--- src/rtl/pbus_rst_pkg.sv ---
// Package: shared step encoding and the time-to-cycle conversion used by
// the bus power-up sequencer. Assumes delays are given in nanoseconds.
package pbus_rst_pkg;

    // Steps of the bring-up, in the order they occur
    typedef enum logic [3:0] {
        ST_IDLE   = 4'd0,
        ST_PADS   = 4'd1,
        ST_HOLD   = 4'd2,
        ST_REL    = 4'd3,
        ST_ARB    = 4'd4,
        ST_WIN    = 4'd5,
        ST_SETTLE = 4'd6,
        ST_READY  = 4'd7
    } step_t;

    // Converts a delay in ns into clock cycles, rounding up, never below one
    function automatic longint unsigned ns_to_cycles(
        input longint unsigned dly_ns,
        input longint unsigned clk_hz
    );
        longint unsigned c;
        c = (dly_ns * clk_hz + 64'd999_999_999) / 64'd1_000_000_000;
        if (c == 0) begin
            c = 1;
        end
        return c;
    endfunction

endpackage

--- src/rtl/pbus_rst_timer.sv ---
// Down-counter that times one wait step. A load pulse sets the count and
// the counter then steps down to zero and stays there. Assumes the caller
// loads N-1 to get a wait of N cycles.
module pbus_rst_timer #(
    parameter int CNT_W = 8
) (
    input  logic             clk,
    input  logic             rst_n,
    input  logic             load,
    input  logic [CNT_W-1:0] load_val,
    output logic             zero
);

    logic [CNT_W-1:0] cnt_q;

    // Loads on request, otherwise counts down to zero
    always_ff @(posedge clk) begin
        if (!rst_n) begin
            cnt_q <= '0;
        end else if (load) begin
            cnt_q <= load_val;
        end else if (cnt_q != '0) begin
            cnt_q <= cnt_q - 1'b1;
        end
    end

    assign zero = (cnt_q == '0);

endmodule

--- src/rtl/pbus_rst_fsm.sv ---
// Step controller: walks through the bring-up steps in their fixed order.
// It asks the timer to load on entry into each timed step and leaves that
// step when the timer reaches zero. Start is taken only in idle, and the
// done input only while the window request is up.
module pbus_rst_fsm
    import pbus_rst_pkg::*;
#(
    parameter int               CNT_W   = 8,
    parameter logic [CNT_W-1:0] HOLD_LD = '0,
    parameter logic [CNT_W-1:0] ARB_LD  = '0,
    parameter logic [CNT_W-1:0] RDY_LD  = '0
) (
    input  logic             clk,
    input  logic             rst_n,
    input  logic             start,
    input  logic             win_done,
    input  logic             tmr_zero,
    output step_t            step_nxt,
    output logic             tmr_load,
    output logic [CNT_W-1:0] tmr_val
);

    step_t step_q;

    // Chooses the following step from the current one and the inputs
    always_comb begin
        step_nxt = step_q;
        unique case (step_q)
            ST_IDLE:   if (start)    step_nxt = ST_PADS;
            ST_PADS:                 step_nxt = ST_HOLD;
            ST_HOLD:   if (tmr_zero) step_nxt = ST_REL;
            ST_REL:                  step_nxt = ST_ARB;
            ST_ARB:    if (tmr_zero) step_nxt = ST_WIN;
            ST_WIN:    if (win_done) step_nxt = ST_SETTLE;
            ST_SETTLE: if (tmr_zero) step_nxt = ST_READY;
            ST_READY:                step_nxt = ST_READY;
            default:                 step_nxt = ST_IDLE;
        endcase
    end

    // Loads the timer on entry into a timed step
    always_comb begin
        tmr_load = 1'b0;
        tmr_val  = '0;
        if (step_nxt != step_q) begin
            unique case (step_nxt)
                ST_HOLD:   begin tmr_load = 1'b1; tmr_val = HOLD_LD; end
                ST_ARB:    begin tmr_load = 1'b1; tmr_val = ARB_LD;  end
                ST_SETTLE: begin tmr_load = 1'b1; tmr_val = RDY_LD;  end
                default:   begin tmr_load = 1'b0; tmr_val = '0;      end
            endcase
        end
    end

    // Holds the current step
    always_ff @(posedge clk) begin
        if (!rst_n) begin
            step_q <= ST_IDLE;
        end else begin
            step_q <= step_nxt;
        end
    end

endmodule

--- src/rtl/pbus_rst_outreg.sv ---
// Output register: decodes the next step into the pad and control levels
// and registers them, so every output leaves a flop. Later steps keep
// what the earlier steps turned on.
module pbus_rst_outreg
    import pbus_rst_pkg::*;
(
    input  logic  clk,
    input  logic  rst_n,
    input  step_t step_nxt,
    output logic  bus_rst_oe,
    output logic  bus_clk_oe,
    output logic  bus_clk_en,
    output logic  bus_rst_n,
    output logic  arb_int_sel,
    output logic  win_req,
    output logic  ready
);

    logic pads_d, clk_d, rel_d, arb_d, win_d, rdy_d;

    // Works out the level of each output in the coming step
    always_comb begin
        pads_d = (step_nxt != ST_IDLE);
        clk_d  = pads_d && (step_nxt != ST_PADS);
        rel_d  = clk_d && (step_nxt != ST_HOLD);
        arb_d  = rel_d && (step_nxt != ST_REL);
        win_d  = (step_nxt == ST_WIN);
        rdy_d  = (step_nxt == ST_READY);
    end

    // Registers the outputs and clears them on reset
    always_ff @(posedge clk) begin
        if (!rst_n) begin
            bus_rst_oe  <= 1'b0;
            bus_clk_oe  <= 1'b0;
            bus_clk_en  <= 1'b0;
            bus_rst_n   <= 1'b0;
            arb_int_sel <= 1'b0;
            win_req     <= 1'b0;
            ready       <= 1'b0;
        end else begin
            bus_rst_oe  <= pads_d;
            bus_clk_oe  <= pads_d;
            bus_clk_en  <= clk_d;
            bus_rst_n   <= rel_d;
            arb_int_sel <= arb_d;
            win_req     <= win_d;
            ready       <= rdy_d;
        end
    end

endmodule

--- src/rtl/pbus_rst_seq.sv ---
// Top of the external bus power-up sequencer. It works out the cycle
// counts of the three timed waits from the clock frequency and wires the
// step controller, the timer and the output register together. Assumes a
// single clock domain and a start strobe that is synchronous to it.
module pbus_rst_seq
    import pbus_rst_pkg::*;
#(
    parameter longint unsigned CLK_HZ       = 64'd50_000_000,
    parameter longint unsigned RST_HOLD_NS  = 64'd150_000,
    parameter longint unsigned ARB_WAIT_NS  = 64'd1_000,
    parameter longint unsigned RDY_WAIT_NS  = 64'd10_000_000
) (
    input  logic clk,
    input  logic rst_n,
    input  logic start,
    input  logic win_done,
    output logic bus_rst_oe,
    output logic bus_clk_oe,
    output logic bus_clk_en,
    output logic bus_rst_n,
    output logic arb_int_sel,
    output logic win_req,
    output logic ready
);

    localparam longint unsigned HOLD_CYC = ns_to_cycles(RST_HOLD_NS, CLK_HZ);
    localparam longint unsigned ARB_CYC  = ns_to_cycles(ARB_WAIT_NS, CLK_HZ);
    localparam longint unsigned RDY_CYC  = ns_to_cycles(RDY_WAIT_NS, CLK_HZ);
    localparam longint unsigned MAX_AB   = (HOLD_CYC > ARB_CYC) ? HOLD_CYC : ARB_CYC;
    localparam longint unsigned MAX_CYC  = (MAX_AB > RDY_CYC) ? MAX_AB : RDY_CYC;
    localparam int              CNT_W    = $clog2(MAX_CYC + 1);

    step_t            step_nxt;
    logic             tmr_load;
    logic [CNT_W-1:0] tmr_val;
    logic             tmr_zero;

    pbus_rst_fsm #(
        .CNT_W   (CNT_W),
        .HOLD_LD (CNT_W'(HOLD_CYC - 1)),
        .ARB_LD  (CNT_W'(ARB_CYC - 1)),
        .RDY_LD  (CNT_W'(RDY_CYC - 1))
    ) u_fsm (
        .clk      (clk),
        .rst_n    (rst_n),
        .start    (start),
        .win_done (win_done),
        .tmr_zero (tmr_zero),
        .step_nxt (step_nxt),
        .tmr_load (tmr_load),
        .tmr_val  (tmr_val)
    );

    pbus_rst_timer #(
        .CNT_W (CNT_W)
    ) u_tmr (
        .clk      (clk),
        .rst_n    (rst_n),
        .load     (tmr_load),
        .load_val (tmr_val),
        .zero     (tmr_zero)
    );

    pbus_rst_outreg u_out (
        .clk         (clk),
        .rst_n       (rst_n),
        .step_nxt    (step_nxt),
        .bus_rst_oe  (bus_rst_oe),
        .bus_clk_oe  (bus_clk_oe),
        .bus_clk_en  (bus_clk_en),
        .bus_rst_n   (bus_rst_n),
        .arb_int_sel (arb_int_sel),
        .win_req     (win_req),
        .ready       (ready)
    );

endmodule

--- config.mk ---
export PLATFORM = sky130hd
export DESIGN_NAME = pbus_rst_seq
export DESIGN_NICKNAME = d
export VERILOG_FILES = /design/src/rtl/pbus_rst_pkg.sv /design/src/rtl/pbus_rst_timer.sv /design/src/rtl/pbus_rst_fsm.sv /design/src/rtl/pbus_rst_outreg.sv /design/src/rtl/pbus_rst_seq.sv
export SDC_FILE = /design/constraint.sdc
export NUM_CORES = 1
export LEC_CHECK = 0
export BUFFER_PORTS_ARGS = -buffer_cell sky130_fd_sc_hd__buf_2
export CORE_MARGIN = 2
export CORE_UTILIZATION = 49
export CTS_CLUSTER_DIAMETER = 120
export DETAILED_ROUTE_END_ITERATION = 8
export GPL_TIMING_DRIVEN = 1
export PLACE_DENSITY = 0.67
export SLEW_MARGIN = 20
export SYNTH_ARGS = -nofsm -noshare
export SYNTH_HDL_FRONTEND = slang
export SYNTH_HIERARCHICAL = 1
export SYNTH_SLANG_ARGS = --single-unit
export TNS_END_PERCENT = 10
--- constraint.sdc ---
create_clock -name clk -period 5.9 [get_ports clk]
set_input_delay 0.295 -clock clk [delete_from_list [all_inputs] [get_ports clk]]
set_output_delay 0.295 -clock clk [all_outputs]
set_load 0.02 [all_outputs]
==> summary.md <==
| Metric | Value |
|---|---|
| Avg Vias per Cell | slightly below 6 |
| Fin crit share | 0.498 |
| Area Growth Syn to Fin | 2.36% |
| Post-synth EDFFs | 0 |
| GRT Overall Usage | 0.200 |
| Clock Path Buffers | 2 |
| Crit path capture | u_out/win_req |
| Maxcap violations | 0 |
| Vias in the first global route | 1360 |
| Leakage | 0.634 nW |
| CTS H-Tree Depth | 2 |
| Hold Crit Class | in2reg |
| Async set-reset flop share out of synthesis | 0 |
| Warning count from the yosys run | 6 |
| Die area | roughly 3900 sq um |
| Crit path from | u_tmr/cnt_q[0] |
| Main combinational cell family by area after synthesis | simple AND/OR/NAND/NOR gates |
| CTS buffer count | 5 |
| Synthesized area | between 1500 and 2000 sq um |
| Ys flop type | dfxtp_1 |
| Std-Cell Rows | 21 |
| RSZ-0062 raised after global routing | false |
| Final TNS setup | 0 ns |
| Hold-fix buffers, CTS | 0 |
| Place WS | slightly above 3 ns |
| Crit path DAT | between 3 and 4 ns |
| Cell count after placement | about 240 |
| Synthesized area per cell | approximately 8.4 sq um |
| Worst EP required | a little over 6 ns |
| Crit path time final | 2.94 ns |
| Tot Pwr | about 800 uW |
| Routed via count | approximately 1400 |
| CTS root buf | clkbuf_4 |
| DR WL/cell | approximately 15 microns |
| Grt ovf | 0 |
| Post-route insts no fill | roughly 250 |
| DRC viols | 0 |
| Max_slew headroom | 0.502 |
| Clk slew on worst S/H paths | around 0.10 ns |
| Die height | 62.8 microns |
| DRT antenna net count | 0 |
| Seq/Total Area, Yosys | 0.342 |
| Post-Synthesis Cells | just over 200 |
| Synth Area in Compound Gates | 0.223 |
| Starting Density | 0.508 |
| Clock skew | 0.00482 ns |
| First-pass GRT wire length | 6320 microns |
| Drt total wl | roughly 3700 microns |
| Clock Latency Late Sink | between 0.3 and 0.4 ns |
| R2R Setup Slk | 2.96 ns |
| DRT iter0 DRCs | roughly 110 |
| Startpoint types | register |
| Critical R2R Capture | u_out/win_req |
| CTS tree | yes |
| # setup viols final | 0 |
| Die width | 62.8 microns |
| CTS resizes | 0 |
| Cell variety after synth | 58 |
| Top layer in use | met4 |
| Largest net degree at the start of global routing | 27 |
| Port Buf Inserts | 10 |
| Simple-gate share of the synthesized area | 0.266 |
| Met2 Wirelength | about 1900 microns |
| #FFs+latches synth | 29 |
| Worst Reg-to-Reg Cells | 10 |
| Clock Sinks | 29 |
| Core ar. | around 3300 sq um |
| Number of nets in the layout | around 200 |
| Least-Margin Pin Slew | around 0.75 ns |
| Status | finished, final reports clean |
| # IOs | 11 |
| Diodes inserted | 0 |
| Xor/xnor cell area share of the yosys netlist | 0.0413 |
| M1 wire length | 1720 microns |
| Fraction of layout cells with a size suffix above 1 | 0.155 |
| Critical path class | reg2reg |
| Placer Congestion | a little under 0.9 |
| Fin worst setup slack | 2.96 ns |
| Pwr dens | ~470 nW/um^2 |
| HPWL Detailed | around 2600 microns |
| Slew Limit Fails | 0 |
| First drt pass iteration count | 4 |
| R2r startpoint | u_tmr/cnt_q[0] |
| Final Hold Fails | 0 |
| Peak VDD IR | around 0.00018 V |
| Synth Area in Adders | 0.00737 |
| Setup crit end kind | register |
| F_max | ~0.34 GHz |
| Post-CTS setup buffer count | 0 |
| Met3 wire length | approximately 130 microns |
| Max Fanout on Critical Path | 13 |
| Initial antenna violation count | 0 |
| Post-synthesis mux area share | 0.00590 |
## metrics by stage
stage	utilization	area, sq um	hold WS, ns
after floorplan	-	1710	0.413
after global placement	0.498	1660	0.477
after detailed placement	0.499	1670	0.489
after CTS	0.520	1740	0.366
after global routing	0.520	1740	0.411
final	0.520	1740	0.395
## power by group
group / leakage (nW) / internal, mW / switching, mW
clock network: 0.0413 / 0.0690 / 0.0711
logic: 0.354 / 0.158 / 0.226
registers: 0.238 / 0.240 / 0.0567
total: 0.634 / 0.467 / 0.354
## worst min-delay path by stage
| stage | from | to | slack, ns | cells after the start |
|---|---|---|---|---|
| 6_report | win_done | u_fsm/step_q[0] | 0.39 | 4 |
| 5_1_grt | rst_n | u_out/arb_int_sel | 0.41 | 2 |
| 4_1_cts | win_done | u_fsm/step_q[0] | 0.37 | 4 |
| 3_5_place_dp | u_tmr/cnt_q[18] | u_tmr/cnt_q[18] | 0.49 | 2 |
| 3_3_place_gp | u_tmr/cnt_q[18] | u_tmr/cnt_q[18] | 0.48 | 2 |
| 2_1_floorplan | rst_n | u_out/arb_int_sel | 0.41 | 1 |
## critical path: stages (launching register included)
cell	delay (ns)
dfxtp_1	0.36
inv_1	0.10
ha_1	0.20
nor4b_2	0.47
nand4_1	0.55
nor2_1	0.30
mux2i_1	0.11
or4_1	0.43
nand2_1	0.13
nand4b_1	0.13
nor2_1	0.12
## state kept, by name, summed over array words and instances, names as in the netlist
signal and flops:
u_out/bus_clk_en 1, u_tmr/cnt_q 19, u_out/bus_clk_oe 1, u_fsm/step_q 4, u_out/arb_int_sel 1, u_out/ready 1
u_out/win_req 1, u_out/bus_rst_n 1
## layer usage
metal,GRT usage,vias to the layer above
met5,0,-
met4,0.0583,0
met3,0.0541,2
met2,0.343,30
met1,0.244,698
li1,-,711
## Yosys cell counts, types with 5 or more instances
cell type	number	area (sq um)
nor2_1	17	63.8
dfxtp_1	29	581
nand2b_1	7	43.8
a21oi_1	5	25.0
buf_4	16	120
inv_1	8	30.0
nand2_1	16	60.1
nand3_1	6	30.0
o21ai_0	9	45.0
## layout by cell type, fill, tap and decap left out, types with 2 or more instances in the layout
cell and count:
a211oi_1 2, and2_1 2, o311ai_1 2, a21oi_1 5, o21bai_1 2, a31oi_1 2
o21ai_0 9, or3_1 2, clkbuf_4 5, inv_1 8, or4_4 2, o2111ai_1 2
o211ai_1 2, dfxtp_1 29, nor2b_1 2, nand3_1 6, a21boi_1 2, or4_1 4
xnor2_1 4, nor2_1 17, xor2_1 4, o21a_1 3, nand4_1 2, conb_1 5
clkbuf_8 2, buf_2 10, o2111a_1 2, nand2_1 16, nand2b_1 7, or2_2 2
nor4_1 4, a31o_2 2, o41a_1 2, o21ai_1 3, o311a_1 2, nor3_1 4
## cells by family after synthesis
| family | count (synthesis) |
|---|---|
| compound gates | 51 |
| xor+xnor | 8 |
| fa+ha+maj | 1 |
| buf+inv | 32 |
| flops | 29 |
| mux | 1 |
| other cells | 1 |
| simple gates | 79 |
## layout make-up
| cell class | count | area [sq um] |
|---|---|---|
| fillers | 345 | 1600 |
| well taps | 46 | 57.6 |
| repair buffers | 10 | 50.0 |
| clock buffers | 7 | 65.1 |
| multi-input cells | 145 | 948 |
| flip-flops and latches | 29 | 581 |
| inverters | 8 | 30.0 |
| clock inverters | 1 | 5.00 |
(Power assumes the default switching activity.)
